==> config.mk <==
export PLATFORM = sky130hd
export DESIGN_NAME = rtc_irq_unit
export DESIGN_NICKNAME = d
export VERILOG_FILES = /design/src/rtl/irq_pkg.sv /design/src/rtl/irq_alarm_cmp.sv /design/src/rtl/irq_rate_sel.sv /design/src/rtl/irq_pf_sync.sv /design/src/rtl/rtc_irq_unit.sv
export SDC_FILE = /design/constraint.sdc
export NUM_CORES = 1
export LEC_CHECK = 0
export ABC_AREA = 1
export BUFFER_PORTS_ARGS = -buffer_cell sky130_fd_sc_hd__buf_4
export CAP_MARGIN = 20
export CORE_MARGIN = 1
export CORE_UTILIZATION = 45
export CTS_CLUSTER_DIAMETER = 150
export DETAILED_ROUTE_END_ITERATION = 10
export PLACE_DENSITY = 0.8
export REMOVE_ABC_BUFFERS = 1
export SETUP_SLACK_MARGIN = 0.5
export SYNTH_ARGS = -nofsm -noshare
export SYNTH_HDL_FRONTEND = slang
export SYNTH_SLANG_ARGS = --single-unit
==> constraint.sdc <==
create_clock -name clk -period 2 [get_ports clk]
set_input_delay 0.2 -clock clk [delete_from_list [all_inputs] [get_ports clk]]
set_output_delay 0.2 -clock clk [all_outputs]
set_load 0.01 [all_outputs]
==> src/rtl/irq_pkg.sv <==
package irq_pkg;
    localparam int BCD_W    = 8;
    localparam int CODE_W   = 4;
    localparam int NUM_SRC  = 3;
    localparam int SRC_ALM  = 0;
    localparam int SRC_PER  = 1;
    localparam int SRC_PF   = 2;

    typedef enum logic [0:0] {
        IRQ_IDLE   = 1'b0,
        IRQ_ASSERT = 1'b1
    } irq_state_e;
endpackage

==> src/rtl/irq_alarm_cmp.sv <==
module irq_alarm_cmp
    import irq_pkg::*;
#(
    parameter int FIELDS = 3
) (
    input  logic             tick_sec,
    input  logic             enable,
    input  logic [BCD_W-1:0] now_f [FIELDS],
    input  logic [BCD_W-1:0] alm_f [FIELDS],
    output logic             hit
);
    logic [FIELDS-1:0] eq;

    for (genvar i = 0; i < FIELDS; i++) begin : g_field
        assign eq[i] = (now_f[i] == alm_f[i]);
    end

    // compare only on the seconds tick: one flag per matching second
    assign hit = enable & tick_sec & (&eq);
endmodule

==> src/rtl/irq_rate_sel.sv <==
module irq_rate_sel
    import irq_pkg::*;
#(
    parameter int SUB_RATES = 7
) (
    input  logic              clk,
    input  logic              rst_n,
    input  logic              tick_base,
    input  logic              tick_sec,
    input  logic              tick_min,
    input  logic              tick_hr,
    input  logic              tick_day,
    input  logic [BCD_W-1:0]  now_sec,
    input  logic [BCD_W-1:0]  now_min,
    input  logic [CODE_W-1:0] rate_code,
    output logic              hit
);
    localparam int DIV_W = SUB_RATES - 1;
    localparam logic [CODE_W-1:0] C_SUB_MAX = CODE_W'(SUB_RATES);
    localparam logic [CODE_W-1:0] C_1S      = CODE_W'(SUB_RATES + 1);
    localparam logic [CODE_W-1:0] C_10S     = CODE_W'(SUB_RATES + 2);
    localparam logic [CODE_W-1:0] C_30S     = CODE_W'(SUB_RATES + 3);
    localparam logic [CODE_W-1:0] C_1M      = CODE_W'(SUB_RATES + 4);
    localparam logic [CODE_W-1:0] C_10M     = CODE_W'(SUB_RATES + 5);
    localparam logic [CODE_W-1:0] C_30M     = CODE_W'(SUB_RATES + 6);
    localparam logic [CODE_W-1:0] C_1H      = CODE_W'(SUB_RATES + 7);
    localparam logic [CODE_W-1:0] C_1D      = CODE_W'(SUB_RATES + 8);

    logic [DIV_W-1:0]     pre_q;
    logic [SUB_RATES:1]   sub_hit;

    always_ff @(posedge clk or negedge rst_n) begin
        if (!rst_n)         pre_q <= '0;
        else if (tick_base) pre_q <= pre_q + 1'b1;
    end

    for (genvar k = 1; k <= SUB_RATES; k++) begin : g_sub
        if (k == 1) begin : g_full
            assign sub_hit[k] = tick_base;
        end else begin : g_div
            assign sub_hit[k] = tick_base & (&pre_q[k-2:0]);
        end
    end

    logic sec_d0, sec_half, min_d0, min_half;
    assign sec_d0   = (now_sec[3:0] == 4'h0);
    assign sec_half = (now_sec == 8'h00) || (now_sec == 8'h30);
    assign min_d0   = (now_min[3:0] == 4'h0);
    assign min_half = (now_min == 8'h00) || (now_min == 8'h30);

    always_comb begin
        hit = 1'b0;
        if ((rate_code != '0) && (rate_code <= C_SUB_MAX)) hit = sub_hit[rate_code];
        else if (rate_code == C_1S)  hit = tick_sec;
        else if (rate_code == C_10S) hit = tick_sec & sec_d0;
        else if (rate_code == C_30S) hit = tick_sec & sec_half;
        else if (rate_code == C_1M)  hit = tick_min;
        else if (rate_code == C_10M) hit = tick_min & min_d0;
        else if (rate_code == C_30M) hit = tick_min & min_half;
        else if (rate_code == C_1H)  hit = tick_hr;
        else if (rate_code == C_1D)  hit = tick_day;
    end
endmodule

==> src/rtl/irq_pf_sync.sv <==
module irq_pf_sync #(
    parameter int STAGES = 2
) (
    input  logic clk,
    input  logic rst_n,
    input  logic async_in,
    output logic rise
);
    logic [STAGES-1:0] chain_q;
    logic              last_q;

    always_ff @(posedge clk or negedge rst_n) begin
        if (!rst_n) begin
            chain_q <= '0;
            last_q  <= 1'b0;
        end else begin
            chain_q[0] <= async_in;
            last_q     <= chain_q[STAGES-1];
            for (int s = 1; s < STAGES; s++) chain_q[s] <= chain_q[s-1];
        end
    end

    assign rise = chain_q[STAGES-1] & ~last_q;
endmodule

==> src/rtl/rtc_irq_unit.sv <==
module rtc_irq_unit
    import irq_pkg::*;
#(
    parameter int SUB_RATES   = 7,
    parameter int SYNC_STAGES = 2
) (
    input  logic              clk,
    input  logic              rst_n,
    input  logic              tick_base,
    input  logic              tick_sec,
    input  logic              tick_min,
    input  logic              tick_hr,
    input  logic              tick_day,
    input  logic [BCD_W-1:0]  now_sec,
    input  logic [BCD_W-1:0]  now_min,
    input  logic [BCD_W-1:0]  now_hr,
    input  logic [BCD_W-1:0]  alm_sec,
    input  logic [BCD_W-1:0]  alm_min,
    input  logic [BCD_W-1:0]  alm_hr,
    input  logic              alarm_en,
    input  logic              pfail_en,
    input  logic [CODE_W-1:0] rate_code,
    input  logic              pfail_raw,
    input  logic              stat_rd,
    output logic [NUM_SRC-1:0] status,
    output logic              irq_oe,
    output logic              irq_n
);
    logic [BCD_W-1:0]   now_f [3];
    logic [BCD_W-1:0]   alm_f [3];
    logic               alm_hit, per_hit, pf_rise;
    logic [NUM_SRC-1:0] set_evt;
    logic [NUM_SRC-1:0] status_q;
    irq_state_e         state_q, state_d;

    assign now_f[0] = now_sec;
    assign now_f[1] = now_min;
    assign now_f[2] = now_hr;
    assign alm_f[0] = alm_sec;
    assign alm_f[1] = alm_min;
    assign alm_f[2] = alm_hr;

    irq_alarm_cmp #(.FIELDS(3)) u_alarm (
        .tick_sec (tick_sec),
        .enable   (alarm_en),
        .now_f    (now_f),
        .alm_f    (alm_f),
        .hit      (alm_hit)
    );

    irq_rate_sel #(.SUB_RATES(SUB_RATES)) u_rate (
        .clk       (clk),
        .rst_n     (rst_n),
        .tick_base (tick_base),
        .tick_sec  (tick_sec),
        .tick_min  (tick_min),
        .tick_hr   (tick_hr),
        .tick_day  (tick_day),
        .now_sec   (now_sec),
        .now_min   (now_min),
        .rate_code (rate_code),
        .hit       (per_hit)
    );

    irq_pf_sync #(.STAGES(SYNC_STAGES)) u_pfs (
        .clk      (clk),
        .rst_n    (rst_n),
        .async_in (pfail_raw),
        .rise     (pf_rise)
    );

    always_comb begin
        set_evt          = '0;
        set_evt[SRC_ALM] = alm_hit;
        set_evt[SRC_PER] = per_hit;
        set_evt[SRC_PF]  = pf_rise & pfail_en;
    end

    // status flags: a read clears, a same-cycle set survives
    always_ff @(posedge clk or negedge rst_n) begin
        if (!rst_n)       status_q <= '0;
        else if (stat_rd) status_q <= set_evt;
        else              status_q <= status_q | set_evt;
    end

    // line state register
    always_ff @(posedge clk or negedge rst_n) begin
        if (!rst_n) state_q <= IRQ_IDLE;
        else        state_q <= state_d;
    end

    always_comb begin
        state_d = state_q;
        unique case (state_q)
            IRQ_IDLE:   if (|set_evt)                state_d = IRQ_ASSERT;
            IRQ_ASSERT: if (stat_rd && !(|set_evt))  state_d = IRQ_IDLE;
            default:                                 state_d = IRQ_IDLE;
        endcase
    end

    // outputs
    always_comb begin
        irq_oe = (state_q == IRQ_ASSERT);
        irq_n  = ~irq_oe;
        status = status_q;
    end
endmodule

==> impl_metrics.yaml <==
run_status:
  status: "completed"
clocking:
  max-clock-path-buffers: 2
  cts_root_buffer: "clkbuf_4"
  clock_latency_ns: 0.28
  cts_buffers: 3
  htree_levels: 1
  cts_tree: "done"
  numClockSinks: 13
  clk_pin_slew_worst_paths_ns: 0.08
sta:
  setup_tns_ns: 0
  max_freq_mhz: 675.0
  fin_skew_ns: 0.007130
  relSlewSlack: 0.7891
  maxSlewViolCount: 0
  rsz0062_at_grt: "true"
  hold_viol: 0
  setup_violations: 0
  post-route-period-util: 0.7407
  hold_slack_ns: 0.03162
  fin_crit_ns: 1.481
  tightest_slew_ns: 0.3140
worst_setup_path:
  cp_slowest_stage_delay_ns: 0.40
  cp_max_fo: 2
  crit-reg2reg-launch: "u_rate.pre_q[0]$_DFFE_PN0P_"
  required_ns: 2.16
  setup.worst_path.end: "irq_oe$_DFF_PN0_"
  path_class: "reg -> reg"
  slowest_stage: "dfrtp_1"
  crit_path_end_kind: "register"
  worstPathCellList: "ha_2 -> inv_2 -> nor2_2 -> ha_2 -> nor2_2 -> nor2_1 -> o211ai_1 -> nand2_1 -> inv_2 -> nand3_1"
  timing.rr.end: "irq_oe$_DFF_PN0_"
  start_kind: "register"
  r2r_slack_ns: 0.52
  arrival_ns: 1.64
  critical_path.startpoint: "u_rate.pre_q[0]$_DFFE_PN0P_"
  ff2ff_path_depth: 10
pwr:
  ir_worst_vdd_uv: 685.3
  seqPwrFrac: 0.392
  powerDensity_nw_per_um2: 513.0
  p_switching_mw: 0.3379
  p_comb_frac: 0.441
  leakagePower_nw: 1.202
  clkPwrFrac: 0.167
  p_int_mw: 0.6237
  swShare: 0.3514
placed_design:
  place.gp.congestion: 0.8538
  port_buffers: 67
  dp_cells: 337
  dp_hpwl_um: 2594
  place_area_um2: 1814
global_routing:
  overflow: 0
  grt_max_degree: 14
  grtUsageTotal: 0.2067
  grt_pass1_wl_um: 5257
  grt_pass1_vias: 1343
  antenna_found_initial: 0
floorplan:
  fp.dieW_um: 55.36
  die_area_um2: 3065
  die_h_um: 55.36
  rows: 18
  coreArea_um2: 2590
  boundaryPins: 68
  start_util: 0.4947
detailed_routing:
  routed.top_layer: "met3"
  antenna_left: 0
  drt_iter0_markers: 68
  vias: 1516
  first_pass_iters: 4
  drt_wl_total_um: 2988
  post_drt_wl_per_cell_um: 8.711
  drc_errors: 0
  met2_wirelength_um: 1454
  dr_wl_met3_um: 157
  met1_length_um: 1376
  via_per_inst: 4.420
min_path:
  hp-class: "in -> reg"
synth:
  post_synth.cell_area_avg_um2: 5.316
  synth_area_um2: 1281
  synth_seq_cells: 13
  ys_types: 22
  seq_area_frac_synth: 0.2539
  yosysWarnings: 0
  syn_inst: 241
layout:
  area_growth_pct: 46.29
  antenna_cells: 0
  utilization: 0.7237
  instances_no_fill: 343
  drive_gt1_frac: 0.2652
  seq_area_um2: 325.3
  nets: 380
  fin_area_um2: 1874
  nFillCells: 246
  multi_input_area_um2: 750.7
job:
  cap_violations: 0
registers in the layout (all words and copies together), names as in the netlist:
| name | cells |
|---|---|
| u_rate.pre_q | 6 |
| status | 3 |
| u_pfs.chain_q | 2 |
| irq_oe | 1 |
| u_pfs.last_q | 1 |
how the worst min path moves through the flow:
stage / to / slack (ns) / startpoint / depth (start not counted)
2_1_floorplan: irq_oe$_DFF_PN0_ / -0.1 / rst_n / 0
3_3_place_gp: irq_oe$_DFF_PN0_ / 0.05 / rst_n / 1
3_5_place_dp: irq_oe$_DFF_PN0_ / 0.05 / rst_n / 1
6_report: u_pfs.chain_q[0]$_DFF_PN0_ / 0.03 / pfail_raw / 1
5_1_grt: u_pfs.chain_q[0]$_DFF_PN0_ / 0.02 / pfail_raw / 1
4_1_cts: u_pfs.chain_q[0]$_DFF_PN0_ / 0.03 / pfail_raw / 1
placed cells by master (no fill, tap or decap), types with 3 or more instances in the layout:
cell,n
nand2_1,102
buf_4,68
inv_1,54
nor2_1,30
dfrtp_1,13
nand3_1,9
o21ai_0,6
inv_2,3
ha_2,3
clkbuf_4,3
metrics by stage:
step	total power, mW	setup slack [ns]
global placement	0.7560	0.5070
finish	0.9616	0.5185
global route	1.053	0.3906
CTS	0.9529	0.5030
floorplan	0.5796	0.5568
detailed placement	0.7677	0.4451
metal layers:
metal / vias up / GRT usage
met5: - / 0
met4: 0 / 0.05000
met3: 0 / 0.03279
met2: 39 / 0.3683
met1: 632 / 0.2592
li1: 845 / -
logic make-up after synthesis:
kind of cell    Yosys count  share of synthesized area
flops                    13                     0.2539
compound gates           13                    0.05762
xor+xnor                  3                    0.02051
simple gates            151                     0.4658
buf+inv                  58                     0.1728
fa+ha+maj                 3                    0.02930
power groups by stage:
stage	Sequential [mW]	Clock, mW	Combinational, mW
floorplan	0.377	0	0.203
global placement	0.381	0	0.375
detailed placement	0.386	0	0.382
CTS	0.375	0.165	0.412
global route	0.384	0.175	0.494
finish	0.377	0.161	0.424
worst max-delay path, delay by kind of cell (launching register included):
kind	cells	cell delay, ns
adder cells (fa/ha/maj)	2	0.36
AND/OR/NAND/NOR	5	0.32
AO/OA/AOI/OAI	1	0.16
buffers and inverters	2	0.11
flip-flops	1	0.40
cell type report:
cell class              count  share of cell area
inverters                  57              0.1142
clock buffers               4             0.01402
repair buffers             69              0.2777
well taps                  30             0.02003
flip-flops and latches     13              0.1736
multi-input cells         170              0.4005
synth_stat cells, drive strengths merged:
cell type / count / area [um^2]
a21boi: 1 / 7.510
a21oi: 2 / 10.01
and3: 1 / 6.260
buf: 1 / 7.510
dfrtp: 13 / 325.3
ha: 3 / 37.54
inv: 57 / 214.0
nand2: 103 / 389.1
nand3: 9 / 45.04
nand3b: 1 / 7.510
nand4: 1 / 6.260
nor2: 32 / 120.1
nor3: 2 / 10.01
o211ai: 1 / 7.510
o21ai: 8 / 40.03
o2bb2ai: 1 / 8.760
or2: 2 / 12.51
xnor2: 1 / 8.760
xor2: 2 / 17.52
repair_timing:
action	in CTS	in global routing
resized for setup	1	8
hold buffers	1	0
pin swaps	2	6
setup endpoints to repair	2	2
gates cloned	0	0
setup buffers	1	0
hold endpoints to repair	13	0
Power figures use the tool's default switching activity.
